$ cat src/rtl/boot_pkg.sv
package boot_pkg;
  typedef enum logic [2:0] {
    ST_RUN, ST_WRITE, ST_DONE, ST_HALT, ST_ERR
  } state_e;

  localparam int HDR_LAST  = 9;
  localparam int CNT_HI    = 10;
  localparam int CNT_LO    = 11;
  localparam int REC_FIRST = 12;

  function automatic logic [6:0] mem_mb(input logic [2:0] code);
    if (code <= 3'd1) return 7'd1;
    return 7'd1 << (code - 3'd1);
  endfunction

  function automatic logic [6:0] boot_mhz(input logic [1:0] code);
    case (code)
      2'd0:    return 7'd100;
      2'd1:    return 7'd75;
      2'd2:    return 7'd50;
      default: return 7'd33;
    endcase
  endfunction
endpackage

$ cat src/rtl/boot_hdr_dec.sv
module boot_hdr_dec #(
  parameter int IDX_W = 12
) (
  input  logic             clk_i,
  input  logic             rst_ni,
  input  logic             stb_i,
  input  logic [IDX_W-1:0] idx_i,
  input  logic [7:0]       data_i,
  output logic             auto_mode_o,
  output logic             long_mem_o,
  output logic [6:0]       mem_mb_o,
  output logic [6:0]       boot_mhz_o,
  output logic [8:0]       ser_khz_o,
  output logic [15:0]      subsys_id_o,
  output logic [15:0]      subsys_vendor_o,
  output logic [7:0]       pll_ctrl_o,
  output logic [7:0]       pll_ratio_o
);
  import boot_pkg::*;

  logic [2:0] size_q;
  logic [1:0] bclk_q;
  logic       fast_q;

  always_ff @(posedge clk_i or negedge rst_ni) begin
    if (!rst_ni) begin
      auto_mode_o     <= 1'b0;
      long_mem_o      <= 1'b0;
      size_q          <= '0;
      bclk_q          <= '0;
      fast_q          <= 1'b0;
      subsys_id_o     <= '0;
      subsys_vendor_o <= '0;
      pll_ctrl_o      <= '0;
      pll_ratio_o     <= '0;
    end else if (stb_i) begin
      case (idx_i)
        IDX_W'(0): begin
          long_mem_o <= data_i[7];
          size_q     <= data_i[6:4];
          bclk_q     <= data_i[3:2];
          fast_q     <= data_i[1];
        end
        IDX_W'(1): auto_mode_o           <= data_i[7];
        IDX_W'(2): subsys_id_o[15:8]     <= data_i;
        IDX_W'(3): subsys_id_o[7:0]      <= data_i;
        IDX_W'(4): subsys_vendor_o[15:8] <= data_i;
        IDX_W'(5): subsys_vendor_o[7:0]  <= data_i;
        IDX_W'(6): pll_ctrl_o            <= data_i;
        IDX_W'(7): pll_ratio_o           <= data_i;
        default: ;
      endcase
    end
  end

  assign mem_mb_o   = mem_mb(size_q);
  assign boot_mhz_o = boot_mhz(bclk_q);
  assign ser_khz_o  = fast_q ? 9'd400 : 9'd100;
endmodule

$ cat src/rtl/boot_rec_asm.sv
module boot_rec_asm #(
  parameter int W = 32
) (
  input  logic         clk_i,
  input  logic         rst_ni,
  input  logic         shift_i,
  input  logic [7:0]   byte_i,
  output logic [W-1:0] word_o,  // word ending with the current byte
  output logic [W-1:0] head_o   // word that began seven bytes back
);
  localparam int SH_W = 2 * W - 8;

  logic [SH_W-1:0] sh_q;

  always_ff @(posedge clk_i or negedge rst_ni) begin
    if (!rst_ni)      sh_q <= '0;
    else if (shift_i) sh_q <= {sh_q[SH_W-9:0], byte_i};
  end

  assign word_o = {sh_q[W-9:0], byte_i};
  assign head_o = sh_q[SH_W-1 -: W];
endmodule

$ cat src/rtl/boot_addr_chk.sv
module boot_addr_chk #(
  parameter int          W        = 32,
  parameter int          N_FIX    = 3,
  parameter int          RN_W     = 3,
  parameter logic [31:0] WIN_ADDR = 32'hEFF0_0400,
  parameter logic [31:0] FIX_OFF  = 32'h0010_0000,
  parameter int          FIX_STEP = 4
) (
  input  logic [RN_W-1:0] rec_no_i,
  input  logic [W-1:0]    base_i,
  input  logic [W-1:0]    addr_i,
  output logic            ok_o
);
  logic [N_FIX:1] hit;

  for (genvar k = 1; k <= N_FIX; k++) begin : g_fix
    localparam logic [W-1:0] OFF = W'(FIX_OFF) + W'(FIX_STEP * (k - 1));
    assign hit[k] = (rec_no_i == RN_W'(k)) && (addr_i == base_i + OFF);
  end

  always_comb begin
    if (rec_no_i == '0)                ok_o = (addr_i == W'(WIN_ADDR));
    else if (rec_no_i > RN_W'(N_FIX)) ok_o = 1'b1;
    else                               ok_o = |hit;
  end
endmodule

$ cat src/rtl/boot_wr_port.sv
module boot_wr_port #(
  parameter int W = 32
) (
  input  logic         clk_i,
  input  logic         rst_ni,
  input  logic         launch_i,
  input  logic [W-1:0] addr_i,
  input  logic [W-1:0] data_i,
  input  logic         ack_i,
  output logic         req_o,
  output logic [W-1:0] addr_o,
  output logic [W-1:0] data_o
);
  always_ff @(posedge clk_i or negedge rst_ni) begin
    if (!rst_ni) begin
      req_o  <= 1'b0;
      addr_o <= '0;
      data_o <= '0;
    end else if (launch_i) begin
      req_o  <= 1'b1;
      addr_o <= addr_i;
      data_o <= data_i;
    end else if (ack_i) begin
      req_o <= 1'b0;
    end
  end

  p_hold_r10 : assert property (@(posedge clk_i) disable iff (!rst_ni)
    req_o && !ack_i |=> req_o && $stable(addr_o) && $stable(data_o));
endmodule

$ cat src/rtl/boot_rec_parser.sv
module boot_rec_parser #(
  parameter int          IDX_W    = 12,
  parameter int          CNT_W    = 11,
  parameter int          W        = 32,
  parameter int          N_FIX    = 3,
  parameter logic [31:0] WIN_ADDR = 32'hEFF0_0400,
  parameter logic [31:0] FIX_OFF  = 32'h0010_0000,
  parameter int          FIX_STEP = 4
) (
  input  logic             clk_i,
  input  logic             rst_ni,
  input  logic             byte_valid_i,
  output logic             byte_ready_o,
  input  logic [7:0]       byte_i,
  input  logic [IDX_W-1:0] byte_idx_i,
  output logic             wr_req_o,
  output logic [W-1:0]     wr_addr_o,
  output logic [W-1:0]     wr_data_o,
  input  logic             wr_ack_i,
  output logic             done_o,
  output logic             err_o,
  output logic             auto_mode_o,
  output logic             long_mem_o,
  output logic [6:0]       mem_mb_o,
  output logic [6:0]       boot_mhz_o,
  output logic [8:0]       ser_khz_o,
  output logic [15:0]      subsys_id_o,
  output logic [15:0]      subsys_vendor_o,
  output logic [7:0]       pll_ctrl_o,
  output logic [7:0]       pll_ratio_o
);
  import boot_pkg::*;

  localparam int CH_W      = CNT_W - 8;
  localparam int REC_B     = 2 * W / 8;
  localparam int LANE_W    = $clog2(REC_B);
  localparam int RN_W      = $clog2(N_FIX + 2);
  localparam logic [LANE_W-1:0] ADDR_LANE = LANE_W'(W / 8 - 1);
  localparam logic [LANE_W-1:0] LAST_LANE = LANE_W'(REC_B - 1);
  localparam logic [IDX_W-1:0]  P_HDR = IDX_W'(HDR_LAST);
  localparam logic [IDX_W-1:0]  P_CHI = IDX_W'(CNT_HI);
  localparam logic [IDX_W-1:0]  P_CLO = IDX_W'(CNT_LO);
  localparam logic [IDX_W-1:0]  P_REC = IDX_W'(REC_FIRST);

  state_e            state_q;
  logic [IDX_W-1:0]  pos_q;
  logic [LANE_W-1:0] lane_q;
  logic [CNT_W-1:0]  rem_q;
  logic [CH_W-1:0]   cnt_hi_q;
  logic [RN_W-1:0]   rec_no_q;
  logic [W-1:0]      base_q;

  logic         take, idx_ok, in_rec, launch, addr_ok;
  logic [W-1:0] word, head;

  assign byte_ready_o = (state_q != ST_WRITE);
  assign done_o       = (state_q == ST_DONE);
  assign err_o        = (state_q == ST_ERR);

  assign idx_ok = (byte_idx_i == pos_q);
  assign take   = (state_q == ST_RUN) && byte_valid_i && idx_ok;
  assign in_rec = take && (pos_q >= P_REC);
  assign launch = in_rec && (lane_q == LAST_LANE);

  boot_hdr_dec #(.IDX_W(IDX_W)) u_hdr (
    .clk_i, .rst_ni,
    .stb_i           (take && (pos_q <= P_HDR)),
    .idx_i           (byte_idx_i),
    .data_i          (byte_i),
    .auto_mode_o, .long_mem_o, .mem_mb_o, .boot_mhz_o, .ser_khz_o,
    .subsys_id_o, .subsys_vendor_o, .pll_ctrl_o, .pll_ratio_o
  );

  boot_rec_asm #(.W(W)) u_asm (
    .clk_i, .rst_ni,
    .shift_i (in_rec),
    .byte_i,
    .word_o  (word),
    .head_o  (head)
  );

  boot_addr_chk #(
    .W(W), .N_FIX(N_FIX), .RN_W(RN_W),
    .WIN_ADDR(WIN_ADDR), .FIX_OFF(FIX_OFF), .FIX_STEP(FIX_STEP)
  ) u_chk (
    .rec_no_i (rec_no_q),
    .base_i   (base_q),
    .addr_i   (word),
    .ok_o     (addr_ok)
  );

  boot_wr_port #(.W(W)) u_wr (
    .clk_i, .rst_ni,
    .launch_i (launch),
    .addr_i   (head),
    .data_i   (word),
    .ack_i    (wr_ack_i),
    .req_o    (wr_req_o),
    .addr_o   (wr_addr_o),
    .data_o   (wr_data_o)
  );

  always_ff @(posedge clk_i or negedge rst_ni) begin
    if (!rst_ni) begin
      state_q  <= ST_RUN;
      pos_q    <= '0;
      lane_q   <= '0;
      rem_q    <= '0;
      cnt_hi_q <= '0;
      rec_no_q <= '0;
      base_q   <= '0;
    end else begin
      case (state_q)
        ST_RUN: if (byte_valid_i) begin
          if (!idx_ok) state_q <= ST_ERR;
          else begin
            pos_q <= pos_q + 1'b1;
            if (pos_q == P_HDR && !auto_mode_o) state_q <= ST_DONE;
            else if (pos_q == P_CHI) cnt_hi_q <= byte_i[CH_W-1:0];
            else if (pos_q == P_CLO) begin
              rem_q <= {cnt_hi_q, byte_i};
              if ({cnt_hi_q, byte_i} == '0) state_q <= ST_DONE;
            end else if (pos_q >= P_REC) begin
              lane_q <= lane_q + 1'b1;
              rem_q  <= rem_q - 1'b1;
              if (lane_q == ADDR_LANE && !addr_ok) state_q <= ST_ERR;
              else if (lane_q == LAST_LANE) begin
                state_q <= ST_WRITE;
                if (rec_no_q == '0) base_q <= word;
                if (rec_no_q <= RN_W'(N_FIX)) rec_no_q <= rec_no_q + 1'b1;
              end else if (rem_q == CNT_W'(1)) state_q <= ST_DONE;
            end
          end
        end
        ST_WRITE: if (wr_ack_i) state_q <= (rem_q == '0) ? ST_DONE : ST_RUN;
        ST_DONE:  state_q <= ST_HALT;
        default:  ;
      endcase
    end
  end

  p_stall_r10 : assert property (@(posedge clk_i) disable iff (!rst_ni)
    wr_req_o |-> !byte_ready_o);
  p_done_pulse_r11 : assert property (@(posedge clk_i) disable iff (!rst_ni)
    done_o |=> !done_o && !err_o);
  p_ignore_r11 : assert property (@(posedge clk_i) disable iff (!rst_ni)
    state_q == ST_HALT |=> state_q == ST_HALT && !wr_req_o && $stable(mem_mb_o));
  p_err_sticky_r9 : assert property (@(posedge clk_i) disable iff (!rst_ni)
    err_o |=> err_o && !wr_req_o);
  p_idx_err_r12 : assert property (@(posedge clk_i) disable iff (!rst_ni)
    state_q == ST_RUN && byte_valid_i && byte_idx_i != pos_q |=> err_o);
  p_excl_r11 : assert property (@(posedge clk_i) disable iff (!rst_ni)
    !(done_o && err_o));
endmodule

$ cat config.mk
export PLATFORM = sky130hd
export DESIGN_NAME = boot_rec_parser
export DESIGN_NICKNAME = d
export VERILOG_FILES = /design/src/rtl/boot_pkg.sv /design/src/rtl/boot_hdr_dec.sv /design/src/rtl/boot_rec_asm.sv /design/src/rtl/boot_addr_chk.sv /design/src/rtl/boot_wr_port.sv /design/src/rtl/boot_rec_parser.sv
export SDC_FILE = /design/constraint.sdc
export NUM_CORES = 1
export LEC_CHECK = 0
export ABC_AREA = 1
export BUFFER_PORTS_ARGS = -buffer_cell sky130_fd_sc_hd__buf_2
export CORE_ASPECT_RATIO = 1.75
export CORE_MARGIN = 2
export CORE_UTILIZATION = 40
export CTS_CLUSTER_SIZE = 28
export DETAILED_ROUTE_END_ITERATION = 7
export GPL_TIMING_DRIVEN = 0
export PLACE_DENSITY = 0.61
export SYNTH_ARGS = -nofsm -noshare
export SYNTH_HDL_FRONTEND = slang
export SYNTH_SLANG_ARGS = --single-unit
$ cat constraint.sdc
create_clock -name clk_i -period 3.1 [get_ports clk_i]
set_input_delay 0.31 -clock clk_i [delete_from_list [all_inputs] [get_ports clk_i]]
set_output_delay 0.31 -clock clk_i [all_outputs]
set_load 0.02 [all_outputs]
# After elaboration in Yosys (flattened, before gate mapping)
# Index checks and enable logic that the tools add are counted.
dict set report totals {
  in_bits 24
  wordCells 134
  romBits 0
  reg_bits 244
  n_memories 0
  ram_bits 0
  out_inout_bits 141
  latch_bits 0
}
dict set report op_classes {
  div_mod_pow 0
  muxes 24
  shifts 1
  mul 0
  n_lt_le_gt_ge 5
  n_reduce_logical 37
  n_eq_ne 33
  bitwise 4
  n_addsub 8
}
# operator count
set ops {}
lappend ops {{adder 32 x 21 -> 32 bit, second input constant} 3}
lappend ops {{== test 32 bit} 3}
lappend ops {{== test 12 x 3 -> 1 bit, second input constant} 4}
lappend ops {{== test 12 x 4 -> 1 bit, second input constant} 3}
lappend ops {{2-to-1 mux 3 bit} 11}
lappend ops {{== test 32 bit, second input constant} 1}
lappend ops {{== test 12 x 2 -> 1 bit, second input constant} 2}
lappend ops {{logical NOT 11 bit} 2}
lappend ops {{2-to-1 mux 11 bit} 2}
lappend ops {{case mux 7 bit (3 select lines)} 1}
lappend ops {{AND reduction 10 bit} 2}
lappend ops {{AND reduction 2 bit} 8}
lappend ops {{2-to-1 mux 7 bit} 2}
lappend ops {{AND reduction 7 bit} 2}
lappend ops {{adder 12 x 1 -> 12 bit, second input constant} 1}
lappend ops {{== test 12 x 1 -> 1 bit, second input constant} 1}
lappend ops {{== test 12 bit} 1}
lappend ops {{== test 3 x 2 -> 1 bit, second input constant} 4}
lappend ops {{greater-or-equal comparator 12 x 4 -> 1 bit, second input constant} 1}
lappend ops {{<= comparator 12 x 4 -> 1 bit, second input constant} 1}
lappend ops {{logical NOT 12 bit} 1}
lappend ops {{== test 11 x 1 -> 1 bit, second input constant} 1}
lappend ops {{subtractor 11 x 1 -> 11 bit, second input constant} 1}
lappend ops {{logical AND 1 bit} 10}
lappend ops {{30 further kinds} 44}

# Logic depth before layout (Yosys ltp)
# Gate-level depths: netlist of the first run.
dict set report logic_depth {
  depth_word 16
  depth_mapped 24
  depth_no_buf 24
}

# Cells and area by module
# Synthesis of the first run repeated with hierarchy kept, for this count alone.
dict set report hier_totals {
  hier_cells 1909
  area_unflattened_um2 13855.8
}
# module cells_per_inst area_per_inst_um2 seq_area_each_um2 instances
set modules_own_cells {}
lappend modules_own_cells {boot_rec_parser 568 4111.4 1676.6 1}
lappend modules_own_cells {boot_addr_chk 571 2571.2 0.0 1}
lappend modules_own_cells {boot_wr_port 275 2514.9 1626.6 1}
lappend modules_own_cells {boot_hdr_dec 250 2468.6 1401.3 1}
lappend modules_own_cells {boot_rec_asm 245 2189.6 1401.3 1}

# Least setup slack after synthesis of the first run
# OpenSTA, ideal clock, no wires.
dict set report synth_path {
  kind {register to register}
  startpoint {register base_q[4]}
  endpoint {register base_q[6]}
  period_less_slack_ns 2.477
  arrival_time_ns 2.348
  n_path_buf 1
  setup_time_ns 0.129
  path_stages_with_launch 19
  path_slack_ns 0.623
  required_ns 2.971
  path_cell_list {dfrtp_1 > ha_1 > nand2_1 > nor2_4 > nand2_1 > nor2_1 > nand2_1 > nand2_1 > xor2_1 > nand2_1 > nor2_1 > nand3_1 > nand3_1 > nand2_2 > a21oi_4 > nand2_2 > buf_2 > nand2_1 > o21ai_1}
}
dict set report synth_via {
  elab_chain_len 10
  elab_cells_between_ends 16
  classes_between {3 x add/sub; 3 x eq/ne; 2 x mux; 1 x bitwise; 7 x reduce/logical}
}
# element line
set synth_rtl {}
lappend synth_rtl {{start, declared} boot_rec_parser.sv:51} ;# logic [W-1:0] base_q;
lappend synth_rtl {{start signal, assigned} boot_rec_parser.sv:129} ;# if (rec_no_q == '0) base_q <= word;
lappend synth_rtl {{adder 32 x 21 -> 32 bit} boot_addr_chk.sv:18} ;# assign hit[k] = (rec_no_i == RN_W'(k)) && (addr_i == base_i + OFF);
lappend synth_rtl {{== test 32 bit} boot_addr_chk.sv:18}
lappend synth_rtl {{logical AND 1 bit} boot_addr_chk.sv:18}
lappend synth_rtl {{OR reduction 3 bit (*)} boot_addr_chk.sv:24} ;# else ok_o = |hit;
lappend synth_rtl {{2-to-1 mux 1 bit (*)} boot_addr_chk.sv:23} ;# else if (rec_no_i > RN_W'(N_FIX)) ok_o = 1'b1;
lappend synth_rtl {{2-to-1 mux 1 bit (*)} boot_addr_chk.sv:22} ;# if (rec_no_i == '0) ok_o = (addr_i == W'(WIN_ADDR));
lappend synth_rtl {{logical NOT 1 bit (*)} boot_rec_parser.sv:126} ;# if (lane_q == ADDR_LANE && !addr_ok) state_q <= ST_ERR;
lappend synth_rtl {{logical AND 1 bit (*)} boot_rec_parser.sv:126}
lappend synth_rtl {{inverter 1 bit (no source line) (*)} -}
lappend synth_rtl {{AND reduction 10 bit (no source line) (*)} -}
# Every way passes the cells marked *; elsewhere a longest branch is shown, timed or not.
# A chain may end at the register's enable or synchronous reset.

# Worst setup path after layout of the first run
dict set report layout_path {
  startpoint {register u_asm.sh_q[10]}
  endpoint {register base_q[3]}
}
dict set report layout_via {
  elab_chain_len 9
  elab_cells_between_ends 14
  classes_between {4 x eq/ne; 2 x mux; 1 x bitwise; 7 x reduce/logical}
}
# element line
set layout_rtl {}
lappend layout_rtl {{start, declared} boot_rec_asm.sv:13} ;# logic [SH_W-1:0] sh_q;
lappend layout_rtl {{start signal, assigned} boot_rec_asm.sv:17} ;# else if (shift_i) sh_q <= {sh_q[SH_W-9:0], byte_i};
lappend layout_rtl {{== test 32 bit} boot_addr_chk.sv:18}
lappend layout_rtl {{logical AND 1 bit} boot_addr_chk.sv:18}
lappend layout_rtl {{OR reduction 3 bit} boot_addr_chk.sv:24}
lappend layout_rtl {{2-to-1 mux 1 bit} boot_addr_chk.sv:23}
lappend layout_rtl {{2-to-1 mux 1 bit (*)} boot_addr_chk.sv:22}
lappend layout_rtl {{logical NOT 1 bit (*)} boot_rec_parser.sv:126}
lappend layout_rtl {{logical AND 1 bit (*)} boot_rec_parser.sv:126}
lappend layout_rtl {{inverter 1 bit (no source line) (*)} -}
lappend layout_rtl {{AND reduction 10 bit (no source line) (*)} -}
# Marks and branches as above.

==> results of run 1 <==
==> layout make-up <==
class                      count  area (sq um)
fill                        3140         16200
clock inverter                12           200
multi-input combinational   1177          5680
inverter                     191           717
tap                          396           495
buffer                        59           278
timing repair buffer         177           978
sequential                   244          6110
clock buffer                  31           667
==> metrics by stage <==
stage	TNS (ps)	power, mW	cell area [sq um]
final	0	6.56	15100
after floorplan	0	3.30	12700
after global routing	-3.82	6.77	15100
after global placement	-648820	3.42	14000
after CTS	0	6.64	15000
after detailed placement	-12500	3.43	14000
==> Yosys cell counts (2+ instances only) <==
cell type,number
a21oi_1,15
a2bb2oi_1,2
buf_1,3
buf_2,15
buf_4,8
clkbuf_1,33
dfrtp_1,244
ha_1,25
inv_1,188
inv_2,3
nand2_1,545
nand2_2,5
nand3_1,70
nand3b_1,3
nand4_1,18
nor2_1,132
nor2_2,6
nor2_4,3
nor3_1,21
nor4_1,10
o211ai_1,4
o21ai_0,207
o21ai_1,35
o22ai_1,5
or2_2,4
xnor2_1,25
xor2_1,27
==> flip-flops by register name, summed over array words and instances, names as in the netlist <==
name / flops
u_hdr.auto_mode_o: 1
u_hdr.long_mem_o: 1
rem_q: 11
u_wr.req_o: 1
cnt_hi_q: 3
u_hdr.size_q: 3
u_hdr.pll_ctrl_o: 8
u_hdr.fast_q: 1
u_hdr.subsys_vendor_o: 16
state_q: 3
u_asm.sh_q: 56
u_wr.addr_o: 32
u_hdr.bclk_q: 2
lane_q: 3
u_wr.data_o: 32
u_hdr.pll_ratio_o: 8
base_q: 32
rec_no_q: 3
u_hdr.subsys_id_o: 16
pos_q: 12
==> power by group through the flow <==
stage	Combinational, mW	Sequential (mW)	Clock, mW
final	0.184	3.18	3.20
after global routing	0.208	3.18	3.38
after CTS	0.190	3.18	3.26
after detailed placement	0.188	3.24	0
after global placement	0.176	3.24	0
after floorplan	0.0542	3.24	0
==> worst paths after layout <==
| check | slack, ps | cells past startpoint | endpoint | start |
|---|---|---|---|---|
| min in group asynchronous | 440 | 3 | u_hdr.fast_q | rst_ni |
| hold reg to reg | 470 | 2 | u_wr.addr_o[29] | u_wr.addr_o[29] |
| setup / recovery | 170 | 15 | base_q[3] | u_asm.sh_q[10] |
| hold / removal | 20 | 2 | u_wr.req_o | wr_ack_i |
| max in group asynchronous | 1570 | 4 | base_q[9] | rst_ni |
| setup reg to reg | 170 | 15 | base_q[3] | u_asm.sh_q[10] |
==> cell families after synthesis <==
group           Yosys count  synth area share (%)
flops                   244                  48.2
compound gates          276                  11.4
fa+ha+maj                25                  2.47
simple gates            821                  26.5
buf+inv                 250                  7.79
xor+xnor                 52                  3.60
other cells               1                0.0296
==> routing by layer <==
metal / vias to the layer above / GRT usage [%] / share of wire (%) / wire (um)
met3: 91 / 2.42 / 3.7 / 1440
met2: 278 / 44.4 / 53 / 20800
met5: - / 0 / 0 / 0
li1: 5686 / - / - / -
met4: 0 / 12.6 / 5.7 / 2230
met1: 5521 / 24.9 / 37 / 14600
==> layout by cell type, fill, tap and decap left out, types with 25 or more instances in the layout <==
cell type,n
o21ai_0,206
o21ai_1,36
dfrtp_1,237
xor2_1,27
inv_1,187
nand3_1,69
xnor2_1,25
clkbuf_1,34
nor2_1,119
nand2_1,541
buf_2,173
==> timing repair <==
action / in CTS / in global routing
setup buffers: 4 / 9
pin swaps: 3 / 1
endpoints found under the hold margin: 123 / 0
resized for setup: 9 / 34
setup endpoints to repair: 102 / 135
hold buffers: 1 / 0
==> results.toml, run 1 <==
[cells_and_area]
final_cells = 2287
area_delta_synth_final_pct = 19.4
final_util_pct = 48.3
diodes = 0
drive_above_1_share_pct = 15.5
final_nets = 1923

[routing]
drt_wl_total_mm = 39.0
dr_total_vias = 11600
drtIter0Drc = 664
dr.pass1.iters = 7
drcViolationCount = 0
post_drt_wl_per_cell_um = 17.1
detail_route.vias_per_cell = 5.06
postRouteAntennaNets = 0

[yosys]
syn_avg_cell_area_sq_um = 7.59
ys_seq_area_share_pct = 48.2
synth_area_leader_cell = "dfrtp_1"
synth_top_area_share_pct = 48.2
synth.area.top_cells = "dfrtp_1, nand2_1, o21ai_0"
synthArstFlopShare_pct = 100
synth_cells = 1669
ys_types = 40
ys.flop_type = "dfrtp_1"
synthesis.area_sq_um = 12700
synth_edf_count = 0
ys_ff_latch = 244
yosysWarningCount = 0

[sta]
post-route-period-util_pct = 94.5
slew_headroom_pct = 39.8
setup_viol = 0
hold_viol = 0
setup_slack_ps = 171
worstMarginPinSlew_ps = 903
clock.fmax_ghz = 0.341
skew_ps = 9.28
whs_ps = 23.5
finalMaxSlewViolations = 0
period_needed_ps = 2930

[worst_setup_path]
crit_path_cell_trace = "xnor2_1 > nand2_1 > nor3_1 > nand2_1 > nor2_1 > nand2_1 > nor2_1 > a21oi_1 > nand3_2 > nand2_2 > a21oi_4 > nand2_4 > buf_4 > nand2_1 > o21ai_1"
cp-start-kind = "flip-flop"
crit_buf_inv = 1
critical_path.endpoint_type = "flip-flop"
cp.required_ps = 3470
crit_type = "flip-flop to flip-flop"
worst_path_most_repeated_cell = "nand2_1"
arrival_ps = 3300
slowest_delay_ps = 620
crit_slowest_cell = "xnor2_1"
cp_max_fo = 10
cpLargestDelayFamily = "simple AND/OR/NAND/NOR gates"

[placed_design]
numPortBuffers = 161
gp_congestion = 0.940
post-place-ws_ps = -280
dp.cells = 2230
dp_hpwl_mm = 30.0

[clock_network]
clk_pin_slew_ps = 70
cts.path.max_buffers = 3
cts_htree_levels = 1
insertion_delay_ps = 530
cts-buffers-inserted = 24
cts_sinks = 244
cts_root_buffer = "clkbuf_16"
cts_tree = "built"

[floorplanning]
die-width_um = 139
core_sq_um = 31300
die_area_sq_um = 33200
num_rows = 86
initial_utilization_pct = 40.5
design.portCount = 165
die_y_um = 239

[pwr]
p_per_area_nw_per_um2 = 434
switching_share_pct = 21.3
p_comb_share_pct = 2.8
ir_drop_v = 0.000453
p_leak_nw = 7.60
internal_power_mw = 5.16
p_clk_share_pct = 48.7
seqPwrFrac_pct = 48.5
p_sw_mw = 1.40

[hold_path]
hold_class = "primary input to flip-flop"

[run_status]
status = "finished, final reports clean"

[global_route]
grt_pass1_wl_mm = 61.1
antenna_found_initial = 0
grt_max_degree = 125
grt_use_total_pct = 23.2
first_global_vias = 11300
grt-ovfl-total = 0

[flow_run]
maxCapViolations = 0
(Power assumes the default switching activity.)
==> inputs of run 2 (changes only) <==
--- a/config.mk
+++ b/config.mk
@@ -7,13 +7,16 @@
 export LEC_CHECK = 0
 export ABC_AREA = 1
 export BUFFER_PORTS_ARGS = -buffer_cell sky130_fd_sc_hd__buf_2
+export CELL_PAD_IN_SITES_DETAIL_PLACEMENT = 0
+export CELL_PAD_IN_SITES_GLOBAL_PLACEMENT = 1
 export CORE_ASPECT_RATIO = 1.75
 export CORE_MARGIN = 2
 export CORE_UTILIZATION = 40
 export CTS_CLUSTER_SIZE = 28
 export DETAILED_ROUTE_END_ITERATION = 7
 export GPL_TIMING_DRIVEN = 0
-export PLACE_DENSITY = 0.61
+export HOLD_SLACK_MARGIN = 0.05
+export PLACE_DENSITY = 0.78
 export SYNTH_ARGS = -nofsm -noshare
 export SYNTH_HDL_FRONTEND = slang
 export SYNTH_SLANG_ARGS = --single-unit
==> results.toml, run 2 (synthesis results as in run 1) <==
[pwr]
p_leak_nw = 7.56
ir_drop_v = 0.000459
p_clk_share_pct = 47.6
internal_power_mw = 4.99
switching_share_pct = 22.3
p_per_area_nw_per_um2 = 424
p_sw_mw = 1.43
p_comb_share_pct = 2.9
seqPwrFrac_pct = 49.6

[clock_network]
cts.path.max_buffers = 3
insertion_delay_ps = 560
cts_tree = "built"
cts_htree_levels = 1
cts_sinks = 244
cts-buffers-inserted = 24
clk_pin_slew_ps = 70
cts_root_buffer = "clkbuf_16"

[cells_and_area]
final_util_pct = 48.3
design_area_sq_um = 15100
nFillCells = 3181
top_register = "u_asm.sh_q"
layout_commonest_cell = "nand2_1"
drive_above_1_share_pct = 15.8
area_delta_synth_final_pct = 19.5
diodes = 0
final_cells = 2286
mostFrequentLayoutCells = "nand2_1, dfrtp_1, o21ai_0"
final_nets = 1922
largest_reg_flops = 56

[sta]
clock.fmax_ghz = 0.346
setup_viol = 0
whs_ps = 85.2
period_needed_ps = 2890
worstMarginPinSlew_ps = 980
post-route-period-util_pct = 93.3
slew_headroom_pct = 34.7
skew_ps = 19.1
setup_slack_ps = 208
finalMaxSlewViolations = 0
hold_viol = 0

[routing]
drcViolationCount = 0
drtIter0Drc = 582
drt_wl_total_mm = 39.3
dr.pass1.iters = 5
dr_total_vias = 11500
postRouteAntennaNets = 0
post_drt_wl_per_cell_um = 17.2
detail_route.vias_per_cell = 5.03

[worst_setup_path]
cpLargestDelayFamily = "simple AND/OR/NAND/NOR gates"
slowest_delay_ps = 630
crit_path_start = "u_asm.sh_q[10]"
arrival_ps = 3280
cp-start-kind = "flip-flop"
crit_slowest_cell = "xnor2_1"
cp_max_fo = 10
critical_path.endpoint_type = "flip-flop"
crit_type = "flip-flop to flip-flop"
worst_path_most_repeated_cell = "nand2_1"
timing.rr.start = "u_asm.sh_q[10]"
cp.required_ps = 3490
crit_path_cell_trace = "xnor2_1 > inv_1 > o21ai_1 > nand2_1 > nor2_1 > nand2_1 > nor2_1 > nand2_1 > nor2_1 > nand3_1 > nand3_2 > nand2_2 > a21oi_4 > nand2_4 > buf_4 > nand2_1 > o21ai_1"
crit_buf_inv = 2

[placed_design]
numPortBuffers = 161
dp_hpwl_mm = 30.7
post-place-ws_ps = -303
placed_area_sq_um = 14000
gp_congestion = 0.910
dp.cells = 2230

[floorplanning]
die_y_um = 239
num_rows = 86
design.portCount = 165
initial_utilization_pct = 40.5
core_sq_um = 31300
die-width_um = 139
die_area_sq_um = 33200

[global_route]
grt_max_degree = 106
first_global_vias = 11700
grt_use_total_pct = 23.7
grt_pass1_wl_mm = 62.1
antenna_found_initial = 0
grt-ovfl-total = 0

[flow_run]
maxCapViolations = 0

[hold_path]
hold_class = "primary input to flip-flop"
hp-start = "byte_i[1]"

[run_status]
status = "finished, final reports clean"
run 2: changes by cell type in the layout (fill, tap and decap cells not counted), sizes merged:
cell / previous run / this run
clkinv: 6 / 7
dlygate4sd3: 1 / 2
buf: 202 / 200
clkinvlp: 0 / 1
bufinv: 5 / 3
run 2: cell type report:
cell class	instances	area, sq um	share of cell area, %
plain buffers	59	278	1.84
clock buffers	31	657	4.34
clock inverters	12	170	1.12
inverters	191	717	4.74
multi-input cells	1177	5730	37.8
flip-flops and latches	244	6120	40.4
well taps	396	495	3.27
repair buffers	176	973	6.43
run 2: worst paths after layout:
check,to,slack [ps],cells past startpoint
min in group asynchronous,u_hdr.bclk_q[1],300,2
hold / removal,rem_q[1],90,3
max in group asynchronous,base_q[20],1490,4
setup reg to reg,base_q[3],210,17
hold reg to reg,u_wr.addr_o[28],470,2
setup / recovery,base_q[3],210,17
run 2: tightest hold or removal path: stages:
cell and delay (ps):
buf_2 110, o211ai_1 90, o21ai_0 80
run 2: through the flow:
step / total power [mW] / TNS [ps]
floorplan: 3.30 / 0
global placement: 3.42 / -641080
detailed placement: 3.43 / -16040
CTS: 6.50 / 0
global route: 6.64 / -12.1
finish: 6.42 / 0
run 2: layer usage:
layer  track usage [%]  vias to the layer above  routed length [um]
met4              13.8                        0                2500
met2              45.9                      277               21000
met1              24.5                     5431               14400
met3              2.54                      101                1480
met5                 0                        -                   0
li1                  -                     5697                   -
run 2: what timing repair did:
item                                    CTS  global route
endpoints found under the setup margin  102           207
hold buffers                              2             0
hold endpoints to repair                 69             0
pin swaps                                 3             1
resized for setup                         9            46
setup buffers                             4             7
run 2: power groups by stage:
stage          clock [mW]  sequential, mW  combinational [mW]
2_1_floorplan           0            3.24              0.0542
3_3_place_gp            0            3.24               0.174
3_5_place_dp            0            3.24               0.188
4_1_cts              3.12            3.18               0.191
5_1_grt              3.25            3.18               0.209
6_report             3.05            3.18               0.184
